$ cat config.mk
export PLATFORM = sky130hd
export DESIGN_NAME = tpc_pattern
export DESIGN_NICKNAME = d
export VERILOG_FILES = /design/src/rtl/tpc_pkg.sv /design/src/rtl/tpc_pattern.sv
export SDC_FILE = /design/constraint.sdc
export NUM_CORES = 1
export LEC_CHECK = 0
export ABC_AREA = 1
export BUFFER_PORTS_ARGS = -buffer_cell sky130_fd_sc_hd__buf_2
export CAP_MARGIN = 25
export CORE_MARGIN = 2
export CORE_UTILIZATION = 60
export CTS_CLUSTER_SIZE = 14
export DETAILED_ROUTE_END_ITERATION = 7
export PLACE_DENSITY = 0.8
export SLEW_MARGIN = 20
export SYNTH_ARGS = -nofsm -noshare
export SYNTH_HDL_FRONTEND = slang
export SYNTH_SLANG_ARGS = --single-unit
$ cat constraint.sdc
create_clock -name clk -period 14.94 [get_ports clk]
set_clock_uncertainty 0.2 [all_clocks]
set_input_delay 0 -clock clk [delete_from_list [all_inputs] [get_ports clk]]
set_output_delay 0 -clock clk [all_outputs]
set_load 0.05 [all_outputs]
$ cat src/rtl/tpc_pkg.sv
package tpc_pkg;

    localparam int WORD_W     = 32;
    localparam int RATE_W     = 3;
    localparam int BASE_SHIFT = 6;

    localparam logic [WORD_W-1:0] LFSR_TAPS  = 32'h8020_0003;
    localparam logic [WORD_W-1:0] SEED_SUBST = 32'hACE1_0001;

    typedef enum logic [1:0] {
        RL_IDLE  = 2'd0,
        RL_SYNC  = 2'd1,
        RL_APPLY = 2'd2
    } reload_st_e;

    typedef struct packed {
        logic [RATE_W-1:0] rate;
        logic              replay;
        logic [WORD_W-1:0] seed;
    } gen_cfg_t;

    function automatic logic [WORD_W-1:0] lfsr_step(input logic [WORD_W-1:0] s);
        return s[0] ? ((s >> 1) ^ LFSR_TAPS) : (s >> 1);
    endfunction

    function automatic logic [WORD_W-1:0] lfsr_word(input logic [WORD_W-1:0] s);
        logic [WORD_W-1:0] v;
        v = s;
        for (int i = 0; i < WORD_W; i++) v = lfsr_step(v);
        return v;
    endfunction

    function automatic logic [WORD_W-1:0] seed_fix(input logic [WORD_W-1:0] s);
        return (s == '0) ? SEED_SUBST : s;
    endfunction

endpackage

$ cat src/rtl/tpc_pattern.sv
module tpc_pattern #(
    parameter int NPAIRS = 3
) (
    input  logic                       clk,
    input  logic                       rst,
    input  logic [tpc_pkg::WORD_W-1:0] seed,
    input  logic [tpc_pkg::RATE_W-1:0] rate_code,
    input  logic                       replay_seed,
    input  logic                       reload_req,
    output logic [NPAIRS-1:0]          drv_bits,
    output logic                       tick_o,
    output logic                       busy_o
);
    import tpc_pkg::*;

    localparam int CNT_W = BASE_SHIFT + (1 << RATE_W);
    localparam int IDX_W = $clog2(WORD_W);

    reload_st_e        st_q;
    gen_cfg_t          cfg_q;
    logic [CNT_W-1:0]  cnt_q;
    logic [CNT_W-1:0]  period_m1;
    logic [IDX_W-1:0]  idx_q;
    logic [WORD_W-1:0] word_q;
    logic [WORD_W-1:0] lfsr_q;
    logic [WORD_W-1:0] lfsr_nxt;
    logic [WORD_W-1:0] seed_eff;

    assign period_m1 = (CNT_W'(1) << (BASE_SHIFT + int'(cfg_q.rate))) - CNT_W'(1);
    assign tick_o    = (cnt_q == period_m1) && (st_q != RL_APPLY);
    assign busy_o    = (st_q != RL_IDLE);
    assign lfsr_nxt  = lfsr_word(lfsr_q);
    assign seed_eff  = seed_fix(seed);
    assign drv_bits  = word_q[NPAIRS-1:0];

    always_ff @(posedge clk) begin
        if (rst) begin
            st_q   <= RL_IDLE;
            cfg_q  <= '0;
            cnt_q  <= '0;
            idx_q  <= '0;
            word_q <= '0;
            lfsr_q <= SEED_SUBST;
        end else begin
            unique case (st_q)
                RL_IDLE:  if (reload_req) st_q <= RL_SYNC;
                RL_SYNC:  st_q <= RL_APPLY;
                RL_APPLY: st_q <= RL_IDLE;
                default:  st_q <= RL_IDLE;
            endcase

            if (st_q == RL_APPLY) begin
                cfg_q.rate   <= rate_code;
                cfg_q.replay <= replay_seed;
                cfg_q.seed   <= seed_eff;
                word_q       <= seed_eff;
                lfsr_q       <= seed_eff;
                cnt_q        <= '0;
                idx_q        <= '0;
            end else begin
                cnt_q <= tick_o ? '0 : cnt_q + CNT_W'(1);
                if (tick_o) begin
                    if (idx_q == IDX_W'(WORD_W-1)) begin
                        idx_q  <= '0;
                        lfsr_q <= lfsr_nxt;
                        word_q <= cfg_q.replay ? cfg_q.seed : lfsr_nxt;
                    end else begin
                        idx_q  <= idx_q + IDX_W'(1);
                        word_q <= {word_q[0], word_q[WORD_W-1:1]};
                    end
                end
            end
        end
    end


    tick_gap_chk: assert property (@(posedge clk) disable iff (rst)
        tick_o |=> !tick_o);


    reload_clear_chk: assert property (@(posedge clk) disable iff (rst)
        (busy_o && $past(busy_o)) |=> !busy_o);


    lfsr_live_chk: assert property (@(posedge clk) disable iff (rst)
        lfsr_q != '0);

endmodule

==> results of run 1 <==
[what timing repair did]
item                      CTS  global route
hold buffers               40             0
setup buffers               0             0
hold endpoints to repair   99             0
[layer usage]
metal	track usage, %	wire [um]	vias to the layer above
met4	18.78	1164	0
met1	47.22	9360	3474
met2	55.52	10170	443
met3	8.417	2465	109
li1	-	-	3618
met5	0	0	-
[stage by stage]
step | cells | utilization [%] | setup WS [ps]
after detailed placement | 1195 | 63.38 | 9188
after floorplan | 1038 | - | 10240
after CTS | 1266 | 71.98 | 9139
after global routing | 1267 | 72.10 | 8619
after global placement | 1195 | 63.38 | 9292
final | 1267 | 72.10 | 8974
[state kept, by name, indices dropped and copies added (netlist names)]
register and count:
cfg_q 36, cnt_q 14, idx_q 5, lfsr_q 32, st_q 2, word_q 32
[worst paths after layout]
path	from	to	slack, ps	cells past startpoint
worst max-delay path	lfsr_q[0]	word_q[1]	8970	46
worst min-delay path	rate_code[0]	cfg_q[33]	140	4
worst max register to register	lfsr_q[0]	word_q[1]	8970	46
worst min register to register	st_q[1]	st_q[1]	230	1
[synthesized netlist by cell type, drive strengths merged (5+ instances only)]
library cell	number
a21oi	52
a31oi	34
buf	12
clkbuf	30
dfxtp	121
ha	9
inv	127
nand2	241
nand3	80
nand4	7
nor2	62
nor3	7
nor4	11
o211ai	10
o21ai	122
o22ai	24
xnor2	8
xnor3	5
xor2	46
[kinds of logic after synthesis]
family / count (synthesis) / synth area share [%]
AND/OR/NAND/NOR: 414 / 27.11
flip-flops: 121 / 33.20
XOR/XNOR: 60 / 8.488
buffers and inverters: 173 / 9.276
adder cells (fa/ha/maj): 9 / 1.543
AO/OA/AOI/OAI: 261 / 20.39
[cell type report]
type	count	area, sq um	share of cell area [%]
flip-flops and latches	121	2422	28.09
clock inverters	10	167.7	1.944
inverters	131	491.7	5.701
repair buffers	93	698.2	8.095
well taps	147	183.9	2.133
multi-input cells	744	4200	48.70
clock buffers	21	460.4	5.339
[worst max-delay path, delay by kind of cell (launching register included)]
family,cells,cell delay [ps]
compound gates,1,130
xor+xnor,1,350
buf+inv,2,270
flops,1,440
simple gates,42,4480
==> run_results.csv, run 1 <==
group,metric,value,unit
status,status,"finished, final reports clean",
logic_synthesis,seq_area_frac_synth,33.20,%
global_routing,overflow,0,
route,drt_pass1_iterations,6,
floorplanning,dieHeight,114.3,um
logic_synthesis,synth_cell_type_count,46,
global_routing,grt_pass1_wl,36140,um
logic_synthesis,synth-warning-count,0,
layout,layout_common_cells,"nand2_1 (199), dfxtp_1 (121), inv_1 (120), o21ai_0 (120), nand3_1 (63)",
layout,nNetsFinal,1156,
sta,setup_violations,0,
logic_synthesis,synth-edff-count,0,
route,wl_per_cell,18.28,um
global_routing,grt_pass1_vias,6978,
sta,rsz0062_at_grt,"false",
cts,clk_pin_slew,60,ps
place,gp_congestion,0.9929,
worst_setup_path,slowest_stage,"dfxtp_1",
floorplanning,initial_core_util,61.00,%
layout,num_antenna_cells,0,
sta,worst_pin_slew,981.4,ps
logic_synthesis,avgSynthCellArea,7.030,sq um
logic_synthesis,syn_nets,1086,
place,place_area,0.007581,sq mm
worst_setup_path,start_kind,"flip-flop",
logic_synthesis,synth-seq-cells,121,
cts,cts_tree,"built",
worst_setup_path,max_stage_delay,440,ps
logic_synthesis,yosys-top-cells-area,"dfxtp_1 (33%), nand2_1 (10%), o21ai_0 (8.2%), inv_1 (6.2%), xor2_1 (5.4%)",
logic_synthesis,async_reset_ff_share,0,%
sta,hold_viol,0,
global_routing,antenna_found_initial,0,
cts,h-tree-depth,4,
route,ant_nets,0,
route,viasPerCell,6.033,
cts,root_buffer,"clkbuf_16",
floorplanning,core_region_area,0.01196,sq mm
place,dp_hpwl,15280,um
sta,finalCritPeriodShare,39.93,%
sta,slew_viol_final,0,
sta,timing.fmax,167.6,MHz
cts,cts_inserted_buffers,17,
route,vias,7644,
worst_setup_path,arrival,6130,ps
global_routing,grt_max_degree,47,
worst_setup_path,cp-end-kind,"flip-flop",
layout,syn_to_final_growth,18.19,%
cts,insertion_delay,430,ps
flow_run,maxCapViolations,0,
cts,clock_path_buffers,2,
floorplanning,rows,40,
sta,max_slew_margin,34.17,%
cts,cts_resized,0,
hold_path,hp-class,"input pin to flip-flop",
floorplanning,die_x,114.3,um
worst_setup_path,path_common_cell,"nand2_1",
cts,cts_sinks,121,
layout,nFillCells,954,
worst_setup_path,worst-setup-path-type,"flip-flop to flip-flop",
route,drc,0,
layout,stdcell_area,0.008625,sq mm
sta,whs,135.2,ps
layout,layout_commonest_cell,"nand2_1",
logic_synthesis,synth_cells,1038,
worst_setup_path,critical_path.max_fanout,7,
logic_synthesis,yosysTopAreaCell,"dfxtp_1",
floorplanning,dieArea,0.01306,sq mm
logic_synthesis,synth_ff_type,"dfxtp_1",
route,drt-initial-drc-count,782,
floorplanning,ios,44,
route,wl,23160,um
sta,period_minus_slack,5966,ps
global_routing,grtUsageTotal,36.05,%
layout,drive_gt1_share,14.20,%
sta,setup_tns,0,ps
place,portBuffers,43,
logic_synthesis,synth_top_area_share,33.20,%
logic_synthesis,synth_area,0.007297,sq mm
worst_setup_path,cp.required,15100,ps
Power of run 1 is left out: the tool's default activity adds up to more than one toggle a clock period on the data nets, which glitch-free logic cannot reach.
==> run 2: changes to the inputs <==
clock period = 6 ns   (was 14.94 ns; I/O delays follow)
==> run 2 against run 1 <==
Compared with the run above: cell area is 1.3% higher; routed wire length is 0.43% higher; worst setup slack worse by 8500 ps; maximum frequency is 8.8% higher; clock-buffer cell count is 2 higher; first-iteration DRC count is 7.3% higher; die area stayed put; critical path depth is 2 higher; via count is 0.92% lower; sequential share of layout area is 0.30 points lower; utilization is 0.97 points higher.
==> run_results.csv, run 2 (synthesized netlist as in run 1, its figures left out) <==
group,metric,value,unit
layout,stdcell_area,0.008741,sq mm
worst_setup_path,cp.required,6110,ps
worst_setup_path,critical_path.max_fanout,6,
sta,slew_viol_final,0,
cts,cts_sinks,121,
worst_setup_path,cp-end-kind,"flip-flop",
floorplanning,dieHeight,114.3,um
sta,max_slew_margin,45.99,%
place,portBuffers,43,
sta,timing.fmax,182.4,MHz
floorplanning,rows,40,
cts,clk_pin_slew,60,ps
layout,syn_to_final_growth,19.79,%
layout,top_register,"cfg_q",
layout,layout_common_cells,"nand2_1 (199), o21ai_0 (120), inv_1 (119)",
global_routing,grt_pass1_vias,6976,
floorplanning,die_x,114.3,um
layout,nNetsFinal,1162,
sta,period_minus_slack,5481,ps
global_routing,overflow,0,
worst_setup_path,max_stage_delay,360,ps
floorplanning,ios,44,
flow_run,maxCapViolations,0,
cts,cts_inserted_buffers,17,
route,viasPerCell,5.945,
route,drc,0,
global_routing,grtUsageTotal,36.41,%
sta,finalCritPeriodShare,91.35,%
route,drt-initial-drc-count,839,
global_routing,antenna_found_initial,0,
layout,drive_gt1_share,16.15,%
route,wl,23260,um
sta,finalWorstSetupSlack,518.9,ps
layout,layout_commonest_cell,"nand2_1",
global_routing,grt_max_degree,47,
place,place_area,0.007619,sq mm
worst_setup_path,path_common_cell,"nand2_2",
worst_setup_path,reg2reg_depth,48,
sta,setup_violations,0,
cts,clock_path_buffers,2,
layout,largest_register_ffs,36,
worst_setup_path,start_kind,"flip-flop",
worst_setup_path,worst-setup-path-type,"flip-flop to flip-flop",
layout,num_antenna_cells,0,
floorplanning,initial_core_util,61.00,%
sta,worst_pin_slew,807.2,ps
route,ant_nets,0,
route,vias,7574,
layout,largestRegisters,"cfg_q (36), lfsr_q (32), word_q (32)",
hold_path,holdPathStages,4,
route,wl_per_cell,18.26,um
hold_path,hp-class,"input pin to flip-flop",
worst_setup_path,slowest_stage,"dfxtp_4",
cts,h-tree-depth,4,
layout,multi_input_area,0.004248,sq mm
floorplanning,core_region_area,0.01196,sq mm
layout,seqCellArea,0.002429,sq mm
worst_setup_path,arrival,5600,ps
place,dp_hpwl,15390,um
status,status,"finished, final reports clean",
cts,cts_tree,"built",
floorplanning,dieArea,0.01306,sq mm
place,dp_slack,364.7,ps
global_routing,grt_pass1_wl,36600,um
place,gp_congestion,1.006,
route,drt_pass1_iterations,8,
sta,hold_viol,0,
cts,root_buffer,"clkbuf_16",
cts,insertion_delay,430,ps
layout,nFillCells,926,
-- run 2: worst paths after layout --
| path | to | from | slack [ps] |
|---|---|---|---|
| setup / recovery | word_q[1] | lfsr_q[0] | 520 |
| hold reg to reg | st_q[1] | st_q[1] | 230 |
| setup reg to reg | word_q[1] | lfsr_q[0] | 520 |
| hold / removal | st_q[0] | reload_req | 150 |
-- run 2: layout make-up --
cell class,instances,area share [%]
flip-flops and latches,121,27.78
clock inverters,9,1.832
clock buffers,23,5.697
multi-input cells,744,48.60
repair buffers,99,8.360
well taps,147,2.104
inverters,131,5.626
-- run 2: layer usage --
metal / vias to the layer above / GRT usage (%) / share of wire [%]
met2: 421 / 55.67 / 44
met4: 0 / 18.86 / 5.5
met1: 3396 / 47.05 / 40
met3: 119 / 10.11 / 11
met5: - / 0 / 0
li1: 3638 / - / -
-- run 2: stage by stage --
step	utilization (%)	hold slack, ps	std cells	TNS (ps)
2_1_floorplan	-	-73.87	1038	0
3_3_place_gp	63.69	22.99	1200	0
3_5_place_dp	63.69	32.39	1200	0
4_1_cts	72.37	132.3	1270	0
5_1_grt	73.08	164.8	1274	-1.342
6_report	73.08	147.2	1274	0
-- run 2: worst max-delay path: cells and delay by family (launching register included) --
family / cells / cell delay [ps]
simple gates: 42 / 4010
buf+inv: 4 / 420
compound gates: 1 / 50
xor+xnor: 1 / 310
flops: 1 / 360
-- run 2: timing repair --
| item | 4_1_cts | 5_1_grt |
|---|---|---|
| setup buffers | 0 | 4 |
| resized for setup | 0 | 16 |
| setup endpoints to repair | 0 | 16 |
| hold buffers | 38 | 0 |
| endpoints found under the hold margin | 100 | 0 |
Power of run 2 is left out for the same reason.
